[src/rtl/wrpg_pkg.sv]
package wrpg_pkg;

   // Combining function used by one weighting network
   typedef enum logic [2:0] {
      WK_PASS    = 3'd0,   // a            -> 1/2
      WK_AND3    = 3'd1,   // a & b & c    -> 1/8
      WK_OR3     = 3'd2,   // a | b | c    -> 7/8
      WK_OR2     = 3'd3,   // a | b        -> 3/4
      WK_AND_OR  = 3'd4    // a & (b | c)  -> 3/8
   } weight_kind_e;

endpackage

[src/rtl/wrpg_lfsr.sv]
module wrpg_lfsr #(
   parameter int               WIDTH        = 5,
   parameter logic [WIDTH-1:0] TAPS         = 5'b00100,
   parameter logic [WIDTH-1:0] DEFAULT_SEED = 5'b00001
) (
   input  logic             clk,
   input  logic             rst,
   input  logic             en,
   input  logic             load,
   input  logic [WIDTH-1:0] seed,
   output logic [WIDTH-1:0] state
);

   localparam int LAST = WIDTH - 1;

   logic [WIDTH-1:0] q;
   logic [WIDTH-1:0] nxt;
   logic [WIDTH-1:0] load_val;

   initial begin
      assert (WIDTH >= 2) else $fatal(1, "wrpg_lfsr: WIDTH too small");
      assert (DEFAULT_SEED != '0) else $fatal(1, "wrpg_lfsr: zero default seed");
      assert (TAPS[0] == 1'b0) else $fatal(1, "wrpg_lfsr: stage 0 takes no tap");
   end

   // Internal-XOR feedback: the last stage returns to stage 0 and is
   // mixed into every stage whose tap bit is set.
   generate
      for (genvar i = 0; i < WIDTH; i++) begin : g_stage
         if (i == 0) begin : g_head
            assign nxt[i] = q[LAST];
         end else if (TAPS[i]) begin : g_tap
            assign nxt[i] = q[i-1] ^ q[LAST];
         end else begin : g_plain
            assign nxt[i] = q[i-1];
         end
      end
   endgenerate

   // A zero seed would freeze the register; substitute the default.
   assign load_val = (seed == '0) ? DEFAULT_SEED : seed;

   always_ff @(posedge clk) begin
      if (rst)       q <= DEFAULT_SEED;
      else if (load) q <= load_val;
      else if (en)   q <= nxt;
   end

   assign state = q;

   AST_NEVER_ZERO: assert property (@(posedge clk) disable iff (rst)
      q != '0);
   AST_HOLD_IDLE: assert property (@(posedge clk) disable iff (rst)
      (!en && !load) |=> $stable(q));
   AST_FEEDBACK_HEAD: assert property (@(posedge clk) disable iff (rst)
      (en && !load) |=> (q[0] == $past(q[LAST])));
   AST_ZERO_SEED: assert property (@(posedge clk) disable iff (rst)
      (load && seed == '0) |=> (q == DEFAULT_SEED));

endmodule

[src/rtl/wrpg_weight_net.sv]
module wrpg_weight_net
   import wrpg_pkg::*;
#(
   parameter int           WIDTH = 5,
   parameter weight_kind_e KIND  = WK_PASS,
   parameter int           IA    = 0,
   parameter int           IB    = 1,
   parameter int           IC    = 2
) (
   input  logic [WIDTH-1:0] stages,
   output logic             out
);

   logic a, b, c;
   logic unused_stages;

   initial begin
      assert (IA >= 0 && IA < WIDTH && IB >= 0 && IB < WIDTH && IC >= 0 && IC < WIDTH)
         else $fatal(1, "wrpg_weight_net: stage index out of range");
      assert (IA != IB && IB != IC && IA != IC)
         else $fatal(1, "wrpg_weight_net: stages must be distinct");
   end

   assign a = stages[IA];
   assign b = stages[IB];
   assign c = stages[IC];
   assign unused_stages = ^stages;

   generate
      case (KIND)
         WK_AND3:   begin : g_and3   assign out = a & b & c;   end
         WK_OR3:    begin : g_or3    assign out = a | b | c;   end
         WK_OR2:    begin : g_or2    assign out = a | b;       end
         WK_AND_OR: begin : g_and_or assign out = a & (b | c); end
         default:   begin : g_pass   assign out = a;           end
      endcase
   endgenerate

endmodule

[src/rtl/wrpg.sv]
module wrpg
   import wrpg_pkg::*;
#(
   parameter int               WIDTH        = 5,
   parameter logic [WIDTH-1:0] TAPS         = 5'b00100,
   parameter logic [WIDTH-1:0] DEFAULT_SEED = 5'b00001
) (
   input  logic             clk,
   input  logic             rst,
   input  logic             en,
   input  logic             load,
   input  logic [WIDTH-1:0] seed,
   output logic [WIDTH-1:0] state,
   output logic             serial,
   output logic             w_125,
   output logic             w_375,
   output logic             w_500,
   output logic             w_750,
   output logic             w_875
);

   localparam int NUM_W = 5;
   localparam int LAST  = WIDTH - 1;

   // Per-stream combining function and stage selection
   localparam weight_kind_e W_KIND [NUM_W] = '{WK_AND3, WK_AND_OR, WK_PASS, WK_OR2, WK_OR3};
   localparam int           W_IA   [NUM_W] = '{0, 2, 1, 3, 0};
   localparam int           W_IB   [NUM_W] = '{1, 3, 0, 4, 1};
   localparam int           W_IC   [NUM_W] = '{2, 4, 2, 0, 2};

   logic [NUM_W-1:0] wbits;

   initial begin
      assert (WIDTH >= 5) else $fatal(1, "wrpg: weighting networks need five stages");
   end

   wrpg_lfsr #(
      .WIDTH        (WIDTH),
      .TAPS         (TAPS),
      .DEFAULT_SEED (DEFAULT_SEED)
   ) u_lfsr (
      .clk   (clk),
      .rst   (rst),
      .en    (en),
      .load  (load),
      .seed  (seed),
      .state (state)
   );

   generate
      for (genvar k = 0; k < NUM_W; k++) begin : g_wnet
         wrpg_weight_net #(
            .WIDTH (WIDTH),
            .KIND  (W_KIND[k]),
            .IA    (W_IA[k]),
            .IB    (W_IB[k]),
            .IC    (W_IC[k])
         ) u_net (
            .stages (state),
            .out    (wbits[k])
         );
      end
   endgenerate

   assign serial = state[LAST];
   assign w_125  = wbits[0];
   assign w_375  = wbits[1];
   assign w_500  = wbits[2];
   assign w_750  = wbits[3];
   assign w_875  = wbits[4];

   AST_LOW_IMPLIES_HIGH: assert property (@(posedge clk) disable iff (rst)
      w_125 |-> w_875);
   AST_MID_IMPLIES_UPPER: assert property (@(posedge clk) disable iff (rst)
      w_375 |-> w_750);
   AST_SERIAL_IS_LAST: assert property (@(posedge clk) disable iff (rst)
      serial == state[LAST]);

endmodule

[config.mk]
export PLATFORM = sky130hd
export DESIGN_NAME = wrpg
export DESIGN_NICKNAME = d
export VERILOG_FILES = /design/src/rtl/wrpg_pkg.sv /design/src/rtl/wrpg_lfsr.sv /design/src/rtl/wrpg_weight_net.sv /design/src/rtl/wrpg.sv
export SDC_FILE = /design/constraint.sdc
export NUM_CORES = 1
export LEC_CHECK = 0
export BUFFER_PORTS_ARGS = -buffer_cell sky130_fd_sc_hd__buf_2
export CAP_MARGIN = 20
export CORE_AREA = 2 2 39 41
export CTS_CLUSTER_SIZE = 8
export DETAILED_ROUTE_END_ITERATION = 10
export DIE_AREA = 0 0 41 43
export GPL_TIMING_DRIVEN = 0
export PLACE_DENSITY_LB_ADDON = 0.15
export SYNTH_ARGS = -nofsm -noshare
export SYNTH_HDL_FRONTEND = slang
export SYNTH_SLANG_ARGS = --single-unit
[constraint.sdc]
create_clock -name clk -period 1.1 [get_ports clk]
set_input_delay 0.22 -clock clk [delete_from_list [all_inputs] [get_ports clk]]
set_output_delay 0.22 -clock clk [all_outputs]
set_load 0.01 [all_outputs]
==> results.ini <==
[layout]
largest_register_ff_count = 5
area.sequential_sq_um = 110
ratio_of_cells_with_drive_above_1_in_the_final_layout_pct = 67.2
fin_cells = 74
nFillCells = 151
num-nets-final = 68
n_antenna_cell = 0
syn2layout_area_growth_pct = 76.1
multi_input_comb_area_sq_um = 176
layout.cell_area.non_filler_sq_um = 536

[routing]
detail_route.vias_per_cell = 4.32
routed_wire_length_per_instance_microns = 10.0
drtPass1Iterations = 1
via_count = 320
route.detailed.drc = 0
postRouteAntennaNets = 0
wl_microns = 741
dr.first_iter.drc_count = 0

[synth]
netlist_top_cells_area = dfxtp_1 (33%), mux2_2 (11%), mux2i_1 (9.9%)
synthesis.instances = 33
cell_taking_the_most_area_after_synthesis = dfxtp_1
ys_seq_area_share_pct = 32.9
yosys.area.top_type_share_pct = 32.9
synth_seq_cells = 5
synth.cell_area_sq_um = 304
postSynthAreaPerCell_sq_um = 9.21
number_of_nets_in_the_synthesized_netlist = 42
yosys_warnings = 0
unique_masters_post_synth = 18

[global_route]
grt_pass1_vias = 255
gr-usage-all-layers_pct = 9.94
globalRouteOverflowTotal = 0
antenna_found_initial = 0
grt_pass1_wl_microns = 1110
grt_start_max_net_pins = 9

[run_status]
run_status = complete, but fails checks
violations = negative setup slack

[clock_tree]
cts.reportedPaths.clkPinSlew_ps = 50
tritoncts_clock_tree = built
clock_insertion_delay_worst_skew_ps = 240
tritoncts_num_sinks = 5
clock_tree.root_cell = clkbuf_4
cts_hold_buffers = 0
cts_made_buffers = 3
h_tree_depth = 1
cts-root-to-sink-buffers = 2

[power]
share_seq_of_total_power_pct = 34.5
power.share.combinational_pct = 30.4
power.share.clock_pct = 35.1
irDropWorstVdd_v = 0.000519
total_power_mw = 0.595
switching_portion_of_total_power_pct = 25.9
power.leakage_nw = 0.257
power_density_mw_per_mm2 = 1110
internal-power_mw = 0.441
p_switching_mw = 0.154

[setup_path]
critPathLaunch = u_lfsr.state[4]
worst_path_max_stage_delay_ps = 340
worst-endpoint-required_ps = 880
timing_worst_setup_path_type = reg -> out
critPathArrivalTime_ps = 1050
worst_path_dominant_cell_family = simple AND/OR/NAND/NOR gates
path_cells = or2_4 > and2_4 > buf_6
critical_path.endpoint_type = output port
timing.critical_path.slowest_stage_cell = dfxtp_4
launch_point_of_the_worst_reg_to_reg_path = u_lfsr.state[4]
type_of_origin_of_the_critical_path = register
critical_path.n_buffers_inverters = 1
crit_fanout = 2

[placement]
post-place-cells = 66
port_buffers = 17
gp_routability_congestion = 0.684
post_dp_cell_area_sq_um = 412

[timing]
finalSetupViolations = 6
final.setup.tns_ps = -497
fin_ws_ps = -169
min_period_over_period_pct = 115
clock.fmax_ghz = 0.788
rsz_0062_raised_after_global_routing = true
relSlewSlack_pct = 84.5
skew_ps = 4.88
post-route-min-period_ps = 1270
total_count_of_hold_check_failures_in_the_final_report = 0
max_slew.worst_pin.slew_ps = 230
slew_violations = 0

[floorplanning]
coreArea_sq_mm = 0.00138
die-width_microns = 41
die_height_microns = 43
initial_core_util_pct = 22.0
floorplan.die_area_sq_mm = 0.00176
placement_rows = 14
io_pins = 20

[worst_hold_path]
hold_path_startpoint = rst
hp-class = in -> reg

[job]
max_cap_viol_count = 0

==> path summary, 6_finish.rpt <==
kind	endpoint	slack, ps	depth (start not counted)
setup / recovery	w_375	-170	3
hold / removal	u_lfsr.state[2]	200	2
setup reg to reg	u_lfsr.state[2]	70	4
hold reg to reg	u_lfsr.state[0]	560	2
==> routing by layer <==
metal,wire length (microns),GRT usage (%),up-vias
met2,306,10.3,17
met1,369,14.5,138
met5,0,0,-
met3,65,4.71,0
li1,-,-,165
met4,0,8.00,0
==> logic make-up after synthesis <==
| kind of cell | Yosys count | synth area share (%) |
|---|---|---|
| AO/OA/AOI/OAI | 5 | 10.7 |
| XOR/XNOR | 1 | 2.88 |
| buffers and inverters | 4 | 12.3 |
| flip-flops | 5 | 32.9 |
| multiplexers | 6 | 21.0 |
| AND/OR/NAND/NOR | 12 | 20.2 |
==> stage by stage <==
stage                     util [%]  worst slack [ps]  hold WS (ps)
final                         38.7              -169           198
after global routing          38.7              -203           202
after CTS                     35.8              -178           193
after detailed placement      29.7             -25.4           456
after global placement        29.7             -16.0           453
after floorplan                  -              56.1           282
==> repair_timing <==
item,4_1_cts,5_1_grt
gates resized for setup,10,8
buffers inserted,4,0
pin swaps,3,1
setup endpoints to repair,6,7
==> power groups by stage <==
stage	clock network, mW	logic, mW	registers (mW)
floorplan	0	0.0768	0.218
global route	0.231	0.199	0.207
global placement	0	0.130	0.216
finish	0.209	0.181	0.206
detailed placement	0	0.129	0.216
CTS	0.218	0.165	0.205
==> Yosys cell counts <==
| library cell | instances |
|---|---|
| and3_1 | 1 |
| nor4_1 | 1 |
| dfxtp_1 | 5 |
| or2_2 | 1 |
| mux2i_1 | 3 |
| a21oi_1 | 2 |
| nor2_1 | 5 |
| buf_6 | 2 |
| o21ai_0 | 1 |
| a21oi_2 | 1 |
| nand2_1 | 1 |
| a211o_1 | 1 |
| xnor2_1 | 1 |
| or3_1 | 1 |
| mux2_2 | 3 |
| and2_1 | 1 |
| buf_4 | 2 |
| nor3b_1 | 1 |
==> cell usage in the layout (no fill, tap or decap) <==
cell and instances:
and3_4 1, mux2i_1 3, nand2_1 1, nor2_1 5, nor3b_1 1, and2_4 1, clkbuf_4 3, clkbuf_1 1
o21ai_0 1, buf_4 1, xnor2_1 1, dfxtp_2 2, dfxtp_1 1, dfxtp_4 2, buf_6 12, buf_2 12
or3_1 1, or2_4 1, a211o_1 1, a21oi_1 2, nor4_1 1, a21oi_2 1, mux2_2 3
==> worst register-to-register path, cell delays in order (launching register included) <==
cell     delay [ps]
dfxtp_4         340
buf_6           120
xnor2_1         110
a211o_1         270
a21oi_2         120
==> layout make-up <==
cell class	count	share of cell area, %
repair buffers	21	29.4
flip-flops and latches	5	20.6
well taps	16	3.74
clock buffers	4	4.91
plain buffers	4	8.41
multi-input cells	24	32.9
(Power assumes the default switching activity.)
